[src/rtl/stagger_pkg.sv]
package stagger_pkg;
   // width needed to hold values 0..maxv, never below one bit
   function automatic int cnt_width(input int maxv);
      int w;
      w = 1;
      while ((1 << w) <= maxv) w++;
      return w;
   endfunction
endpackage

[src/rtl/chan_req_gate.sv]
module chan_req_gate #(
   parameter int NUM_CH = 16
) (
   input  logic              blank_i,
   input  logic [NUM_CH-1:0] onoff_i,
   output logic [NUM_CH-1:0] req_o
);
   always_comb begin
      req_o = blank_i ? '0 : onoff_i;
   end
endmodule

[src/rtl/stagger_lane.sv]
module stagger_lane #(
   parameter int TARGET = 1,
   parameter int CW     = 1
) (
   input  logic clk,
   input  logic rst_n,
   input  logic req_i,
   output logic en_o
);
   localparam logic [CW-1:0] TGT = CW'(TARGET);

   generate
      if (TARGET < 1) begin : g_bad
         $error("stagger_lane: TARGET must be at least 1");
      end
   endgenerate

   logic [CW-1:0] wait_q;
   logic          done;

   assign done = (wait_q == TGT);

   always_ff @(posedge clk or negedge rst_n) begin
      if (!rst_n)       wait_q <= '0;
      else if (!req_i)  wait_q <= '0;
      else if (!done)   wait_q <= wait_q + 1'b1;
   end

   // off path is combinational so withdrawal is immediate
   assign en_o = req_i & done;
endmodule

[src/rtl/corr_pass.sv]
module corr_pass #(
   parameter int NUM_CH = 16,
   parameter int CORR_W = 7
) (
   input  logic [NUM_CH*CORR_W-1:0] corr_i,
   output logic [NUM_CH*CORR_W-1:0] corr_o
);
   generate
      for (genvar n = 0; n < NUM_CH; n++) begin : g_fld
         assign corr_o[n*CORR_W +: CORR_W] = corr_i[n*CORR_W +: CORR_W];
      end
   endgenerate
endmodule

[src/rtl/stagger_gate.sv]
module stagger_gate #(
   parameter int NUM_CH   = 16,
   parameter int STEP_CYC = 1,
   parameter int CORR_W   = 7
) (
   input  logic                     clk,
   input  logic                     rst_n,
   input  logic                     blank_i,
   input  logic [NUM_CH-1:0]        onoff_i,
   input  logic [NUM_CH*CORR_W-1:0] corr_i,
   output logic [NUM_CH-1:0]        en_o,
   output logic [NUM_CH*CORR_W-1:0] corr_o
);
   import stagger_pkg::*;

   localparam int MAX_WAIT = (NUM_CH - 1) * STEP_CYC;
   localparam int CW       = cnt_width(MAX_WAIT);

   generate
      if (NUM_CH < 1)   begin : g_e0 $error("NUM_CH must be >= 1");   end
      if (STEP_CYC < 1) begin : g_e1 $error("STEP_CYC must be >= 1"); end
      if (CORR_W < 1)   begin : g_e2 $error("CORR_W must be >= 1");   end
   endgenerate

   logic [NUM_CH-1:0] req;

   chan_req_gate #(.NUM_CH(NUM_CH)) u_req (
      .blank_i (blank_i),
      .onoff_i (onoff_i),
      .req_o   (req)
   );

   generate
      for (genvar n = 0; n < NUM_CH; n++) begin : g_ch
         if (n == 0) begin : g_nodelay
            assign en_o[n] = req[n];
         end else begin : g_delay
            stagger_lane #(.TARGET(n * STEP_CYC), .CW(CW)) u_lane (
               .clk   (clk),
               .rst_n (rst_n),
               .req_i (req[n]),
               .en_o  (en_o[n])
            );
         end
      end
   endgenerate

   corr_pass #(.NUM_CH(NUM_CH), .CORR_W(CORR_W)) u_corr (
      .corr_i (corr_i),
      .corr_o (corr_o)
   );
endmodule

[config.mk]
export PLATFORM = sky130hd
export DESIGN_NAME = stagger_gate
export DESIGN_NICKNAME = d
export VERILOG_FILES = /design/src/rtl/stagger_pkg.sv /design/src/rtl/chan_req_gate.sv /design/src/rtl/stagger_lane.sv /design/src/rtl/corr_pass.sv /design/src/rtl/stagger_gate.sv
export SDC_FILE = /design/constraint.sdc
export NUM_CORES = 1
export LEC_CHECK = 0
export CORE_MARGIN = 8
export CORE_UTILIZATION = 38
export DETAILED_ROUTE_END_ITERATION = 6
export PLACE_DENSITY_LB_ADDON = 0.2
export SLEW_MARGIN = 25
export SYNTH_ARGS = -nofsm -noshare
export SYNTH_HDL_FRONTEND = slang
export SYNTH_HIERARCHICAL = 1
export SYNTH_SLANG_ARGS = --single-unit
[constraint.sdc]
create_clock -name clk -period 1.9 [get_ports clk]
set_clock_uncertainty 0.15 [all_clocks]
set_input_delay 0.285 -clock clk [delete_from_list [all_inputs] [get_ports clk]]
set_output_delay 0.285 -clock clk [all_outputs]
set_load 0.005 [all_outputs]
==> results of run 1 <==
[synthesized netlist by cell type]
cell type / number / area share, %
buf_4: 112 / 19
dfrtp_1: 60 / 35
nand2_1: 38 / 3.3
mux2i_1: 29 / 6.7
ha_1: 26 / 7.5
nand2b_1: 20 / 2.9
inv_1: 17 / 1.5
nand3_1: 15 / 1.7
nor2_1: 12 / 1.0
o21ai_0: 12 / 1.4
and2_1: 11 / 1.6
a31oi_1: 8 / 1.2
nor2b_1: 8 / 1.2
nor2b_2: 7 / 1.4
xnor2_1: 7 / 1.4
and2b_2: 6 / 1.2
or2b_1: 6 / 1.0
a21oi_1: 5 / 0.58
and2_2: 5 / 0.87
a31o_2: 4 / 0.81
and3b_1: 4 / 0.81
or3b_1: 4 / 0.81
and3_2: 3 / 0.52
nand3b_4: 3 / 1.4
nor3b_1: 3 / 0.52
o21a_1: 3 / 0.52
o311a_1: 3 / 0.69
xor2_1: 3 / 0.61
nor3b_2: 2 / 0.58
a21boi_0: 1 / 0.17
and3_4: 1 / 0.26
and3b_2: 1 / 0.23
buf_6: 1 / 0.26
inv_2: 1 / 0.087
nand3b_1: 1 / 0.17
nor3b_4: 1 / 0.43
o211a_1: 1 / 0.23
o31ai_1: 1 / 0.17
[through the flow]
stage | cells | area (um^2) | total power, W
after floorplan | 445 | 4320 | 0.00168
after global placement | 565 | 4430 | 0.00166
after detailed placement | 565 | 4430 | 0.00167
after CTS | 598 | 4920 | 0.00337
after global routing | 601 | 4940 | 0.00347
final | 601 | 4940 | 0.00331
[worst max path at each step]
| stage | endpoint | slack (ns) | cells after the start | startpoint |
|---|---|---|---|---|
| after global routing | en_o[4] | -0.01 | 5 | g_ch[4].g_delay.u_lane/wait_q[0] |
| final | en_o[4] | 0.04 | 5 | g_ch[4].g_delay.u_lane/wait_q[0] |
| after CTS | en_o[7] | 0.003 | 4 | g_ch[7].g_delay.u_lane/wait_q[1] |
| after global placement | en_o[3] | -0.35 | 5 | blank_i |
| after detailed placement | en_o[3] | -0.35 | 5 | blank_i |
| after floorplan | en_o[4] | 0.45 | 4 | g_ch[4].g_delay.u_lane/wait_q[0] |
[routing by layer]
layer	GRT usage, %	routed length, um
met2	19.2	4010
met3	3.82	584
met5	0	0
met1	12.6	3260
met4	7.16	218
[layout by cell type (no fill, tap or decap), types with 4 or more instances in the layout]
| master | count |
|---|---|
| dfrtp_1 | 60 |
| o21ai_0 | 12 |
| nand2_1 | 38 |
| clkbuf_16 | 9 |
| and2b_2 | 6 |
| buf_2 | 9 |
| ha_1 | 11 |
| a31oi_1 | 8 |
| a31o_2 | 4 |
| inv_1 | 14 |
| nor2_1 | 12 |
| a21oi_1 | 5 |
| nand2b_1 | 20 |
| and2_1 | 10 |
| nor2b_1 | 8 |
| or2b_1 | 6 |
| clkdlybuf4s50_1 | 17 |
| mux2i_1 | 29 |
| inv_2 | 4 |
| buf_4 | 72 |
| xnor2_1 | 7 |
| clkbuf_1 | 4 |
| ha_2 | 11 |
| nand3_1 | 15 |
| or3b_1 | 4 |
| ha_4 | 4 |
| nor2b_2 | 7 |
[layout make-up]
cell class / instances / share of cell area (%)
multi-input combinational: 254 / 40.5
sequential: 60 / 30.4
inverter: 18 / 1.37
timing repair buffer: 110 / 18.2
clock inverter: 1 / 0.607
clock buffer: 15 / 5.41
tap: 143 / 3.62
[critical path, stage by stage (launching register included)]
cell and delay, ns:
dfrtp_1 0.34, inv_1 0.06, ha_2 0.18, and3b_2 0.21, and2_2 0.18, buf_2 0.12
[cell families (layout without fill, tap and decap cells)]
logic type / count (synthesis) / in the layout / synth area share (%)
buffers and inverters: 131 / 144 / 21.3
muxes: 29 / 29 / 6.71
and+or+nand+nor: 151 / 151 / 22.0
adders and majority gates: 26 / 26 / 7.53
AOI/OAI and AO/OA: 38 / 38 / 5.73
DFF: 60 / 60 / 34.7
xor gates and xnor gates: 10 / 10 / 2.03
[power breakdown]
part | switching [W] | total, W | internal, W | leakage, nW
logic | 0.000158 | 0.000360 | 0.000202 | 1.39
registers | 0.0000208 | 0.00133 | 0.00131 | 0.822
clock network | 0.000536 | 0.00162 | 0.00109 | 0.144
total | 0.000714 | 0.00331 | 0.00260 | 2.36
[repair_timing]
action | in CTS | in global routing
buffers inserted | 15 | 3
gates resized for setup | 69 | 13
endpoints found under the hold margin | 60 | 0
cloned | 1 | 0
endpoints found under the setup margin | 16 | 9
hold buffers | 1 | 0
pin swaps | 10 | 5
==> flow_metrics.py, run 1 <==
metrics = {
    "sta": {
        "setup_viol": 0,
        "fin_ws_ns": 0.0448,
        "relSlewSlack_pct": 77.4,
        "max_freq_ghz": 0.539,
        "period_share_pct": 97.6,
        "finalMaxSlewViolations": 0,
        "hold_ws_ns": 0.337,
        "finalSetupTns_ns": 0,
        "final_hold_viol_count": 0,
        "fin_crit_ns": 1.86,
        "worstMarginPinSlew_ns": 0.339,
    },
    "hold_path": {
        "holdCritPathClass": "reg -> reg",
        "hp-start": "g_ch[7].g_delay.u_lane/wait_q[3]",
        "hold_end": "g_ch[7].g_delay.u_lane/wait_q[2]",
        "whs_path_depth": 1,
    },
    "synthesis": {
        "syn_nets": 602,
        "ys_types": 38,
        "synth-seq-cells": 60,
        "postSynthCellCount": 445,
        "yosys_warnings": 6,
        "seq_area_frac_synth_pct": 34.7,
        "syn_area_mm2": 0.00432,
        "synth_area_per_cell_um2": 9.71,
    },
    "finish": {
        "area_growth_pct": 14.4,
        "utilization_pct": 43.9,
        "largest_reg_flops": 60,
        "num_antenna_cells": 0,
        "finalNetCount": 610,
        "top_register": "g_ch.g_delay.u_lane/wait_q",
        "drive_gt1_share_pct": 33.8,
        "regArea_mm2": 0.00150,
        "multiInputGateArea_mm2": 0.00200,
        "largestRegisters": "g_ch.g_delay.u_lane/wait_q x60",
        "fillers": 1089,
    },
    "pwr": {
        "ir_worst_vdd_v": 0.000389,
        "cellPowerDensity_mw_per_mm2": 670,
        "leakage_nw": 2.36,
    },
    "grt": {
        "grt_antenna_before_repair": 0,
        "grt-ovfl-total": 0,
        "first_global_vias": 2971,
        "grt_pass1_wl_um": 13700,
        "grt_usage_pct": 11.6,
        "grt_max_degree": 61,
    },
    "clock_tree": {
        "tritoncts": "yes",
        "clkSlewWorstSetupHoldPaths_ns": 0.05,
        "clkSinkCount": 60,
        "h-tree-depth": 3,
        "root_buffer": "clkbuf_16",
        "clk_latency_ns": 0.33,
        "cts_buffer_depth": 2,
        "numCtsBuffers": 9,
    },
    "worst_setup_path": {
        "required_ns": 1.46,
        "startpoint_type": "flip-flop",
        "ff2ff_path_depth": 6,
        "reg2reg_to": "g_ch[4].g_delay.u_lane/wait_q[3]",
        "rr_startpoint": "g_ch[4].g_delay.u_lane/wait_q[0]",
        "critical_path_class": "reg -> out",
        "cp-end-kind": "output pin",
        "arrival_ns": 1.42,
        "crit_path_max_fanout": 2,
        "rrSetupSlack_ns": 0.36,
    },
    "placed_design": {
        "io_buffers": 34,
        "dp_slack_ns": -0.353,
        "dp_hpwl_um": 5470,
        "routabilityCongestion": 0.761,
    },
    "drt": {
        "routed_wl_um": 8070,
        "ant_nets": 0,
        "drtIter0Drc": 113,
        "drt-wirelength-per-cell_um": 13.4,
        "vias_per_cell": 4.73,
        "vias": 2844,
        "firstDrtPassIters": 4,
        "drc_errors": 0,
    },
    "die": {
        "die_w_um": 123,
        "die_area_mm2": 0.0150,
        "core.rowCount": 39,
        "core-area_mm2": 0.0113,
        "die_h_um": 123,
        "initial_utilization_pct": 38.4,
        "ios": 259,
    },
    "run_status": {
        "status": "finished, final reports clean",
    },
    "flow_run": {
        "maxCapViolCount": 0,
    },
}
Note: power is estimated with default switching activity, not from simulation.
==> run 2, diff against run 1 <==
CORE_ASPECT_RATIO = 0.8   (was default)
CORE_MARGIN = 2   (was 8)
==> run 2 against run 1 <==
Compared with the run above: flip-flop and latch count is the same; non-clock buffer count grew 6; via count grew 2.4%; setup slack gained 0.017 ns; power shrank 2.9%; die area shrank 19%; critical path type is now in -> out; critical endpoint is now en_o[0]; highest routed layer unchanged.
==> flow_metrics.py, run 2 (synthesis results as in run 1) <==
metrics = {
    "sta": {
        "finalMaxSlewViolations": 0,
        "period_share_pct": 96.8,
        "hold_ws_ns": 0.204,
        "relSlewSlack_pct": 80.8,
        "setup_viol": 0,
        "max_freq_ghz": 0.544,
        "fin_crit_ns": 1.84,
        "final_hold_viol_count": 0,
        "rsz0062_at_grt": "false",
        "worstMarginPinSlew_ns": 0.288,
        "fin_ws_ns": 0.0614,
    },
    "worst_setup_path": {
        "critical_path.endpoint": "en_o[0]",
        "reg2reg_to": "g_ch[2].g_delay.u_lane/wait_q[0]",
        "startpoint_type": "input port",
        "rr_startpoint": "g_ch[2].g_delay.u_lane/wait_q[0]",
        "critPathLaunch": "blank_i",
        "ff2ff_path_depth": 7,
        "required_ns": 1.46,
        "rrSetupSlack_ns": 0.38,
        "critical_path_class": "in -> out",
        "arrival_ns": 1.40,
        "crit_path_max_fanout": 8,
        "cp-end-kind": "output pin",
    },
    "drt": {
        "drtIter0Drc": 110,
        "drc_errors": 0,
        "vias_per_cell": 4.79,
        "ant_nets": 0,
        "drt-wirelength-per-cell_um": 13.6,
        "vias": 2913,
        "routed_wl_um": 8270,
        "firstDrtPassIters": 4,
    },
    "placed_design": {
        "placedInstanceArea_mm2": 0.00444,
        "dp_hpwl_um": 5590,
        "routabilityCongestion": 0.758,
        "placedCellCount": 567,
        "io_buffers": 34,
        "dp_slack_ns": -0.338,
    },
    "pwr": {
        "cellPowerDensity_mw_per_mm2": 647,
        "comb_power_share_pct": 11.2,
        "seqPwrFrac_pct": 41.4,
        "cell_internal_pwr_w": 0.00250,
        "ir_worst_vdd_v": 0.000419,
        "p_total_w": 0.00322,
        "swShare_pct": 22.2,
        "p_clk_share_pct": 47.4,
        "leakage_nw": 2.39,
        "power.switching_w": 0.000716,
    },
    "grt": {
        "grt_pass1_wl_um": 14100,
        "grt_max_degree": 53,
        "first_global_vias": 3036,
        "grt-ovfl-total": 0,
        "grt_usage_pct": 14.7,
        "grt_antenna_before_repair": 0,
    },
    "hold_path": {
        "holdCritPathClass": "in -> async",
    },
    "run_status": {
        "status": "finished, final reports clean",
    },
    "die": {
        "core.rowCount": 34,
        "ios": 259,
        "die_area_mm2": 0.0123,
        "initial_utilization_pct": 39.4,
        "die_h_um": 99.4,
        "die_w_um": 123,
        "core-area_mm2": 0.0110,
    },
    "finish": {
        "area_growth_pct": 15.1,
        "finalNonFillerCells": 608,
        "largestRegisters": "g_ch.g_delay.u_lane/wait_q x60",
        "finalNetCount": 616,
        "drive_gt1_share_pct": 35.8,
        "final_common_cell": "buf_4",
        "largest_reg_flops": 60,
        "top_register": "g_ch.g_delay.u_lane/wait_q",
        "finalInstanceArea_mm2": 0.00498,
        "num_antenna_cells": 0,
        "final_cell_mix": "buf_4 (78), dfrtp_1 (60), nand2_1 (38)",
    },
    "clock_tree": {
        "tritoncts": "yes",
        "cts_buffer_depth": 2,
        "h-tree-depth": 3,
        "clk_latency_ns": 0.32,
        "clkSinkCount": 60,
        "clkSlewWorstSetupHoldPaths_ns": 0.05,
        "root_buffer": "clkbuf_16",
        "numCtsBuffers": 9,
    },
    "flow_run": {
        "maxCapViolCount": 0,
    },
}
run 2: cell types whose count changed in the layout (fill, tap and decap cells not counted), moves of 2 or more:
cell	before	now
clkbuf_2	3	9
and3b_2	3	1
clkdlybuf4s15_1	3	0
and3b_1	2	4
buf_2	9	5
and2_2	3	5
buf_4	72	78
inv_2	4	7
inv_1	14	11
run 2: power by group through the flow:
| stage | combinational, W | clock (W) | sequential (W) |
|---|---|---|---|
| floorplan | 0.000320 | 0 | 0.00136 |
| global placement | 0.000311 | 0 | 0.00135 |
| detailed placement | 0.000315 | 0 | 0.00135 |
| CTS | 0.000356 | 0.00159 | 0.00133 |
| global route | 0.000410 | 0.00165 | 0.00133 |
| finish | 0.000361 | 0.00152 | 0.00133 |
run 2: through the flow:
stage | utilization [%] | setup TNS [ns]
after global placement | 40.4 | -3.79
final | 45.3 | 0
after floorplan | - | 0
after detailed placement | 40.4 | -4.02
after CTS | 45.2 | -0.0122
after global routing | 45.3 | 0
run 2: worst min path at each step:
stage,startpoint,end,slack [ns],cells past startpoint
final,rst_n,g_ch[13].g_delay.u_lane/wait_q[2],0.20,2
after global routing,rst_n,g_ch[13].g_delay.u_lane/wait_q[2],0.21,2
after CTS,rst_n,g_ch[13].g_delay.u_lane/wait_q[2],0.19,2
after detailed placement,rst_n,g_ch[13].g_delay.u_lane/wait_q[2],0.01,1
after global placement,rst_n,g_ch[13].g_delay.u_lane/wait_q[2],0.01,1
after floorplan,rst_n,g_ch[10].g_delay.u_lane/wait_q[0],-0.16,0
run 2: layout make-up:
type,count,area (um^2)
Fill cell,1036,6000
Multi-Input combinational cell,254,2010
Sequential cell,60,1500
Timing Repair Buffer,116,932
Clock buffer,15,278
Tap cell,144,180
Inverter,18,67.6
Clock inverter,1,5.00
run 2: per-layer routing:
| layer | wire, um | global-route usage (%) |
|---|---|---|
| met4 | 649 | 11.5 |
| met1 | 3310 | 16.5 |
| met2 | 3640 | 22.2 |
| met3 | 663 | 5.96 |
| met5 | 0 | 0 |
run 2: critical path, stage by stage:
cell	delay (ns)
clkdlybuf4s15_2	0.25
buf_16	0.18
and2b_2	0.20
clkdlybuf4s50_1	0.49
run 2: timing repair:
action                     CTS  global route
hold buffers                 1             0
setup buffers               17             6
gates cloned                 1             0
gates resized for setup     61            20
pin swaps                   10             4
hold endpoints to repair    15             0
setup endpoints to repair   16            12
==> run 3, diff against run 2 <==
SKIP_LAST_GASP = 1   (was default)
==> results of run 3 <==
No change in the layout: final DEF, timing and power equal those of run 2.
Among the figures that moved: number of gates resized after CTS 61 -> 60; via count of the first global-routing pass 3036 -> 3038; overall routing resource usage 14.7% -> 14.8%
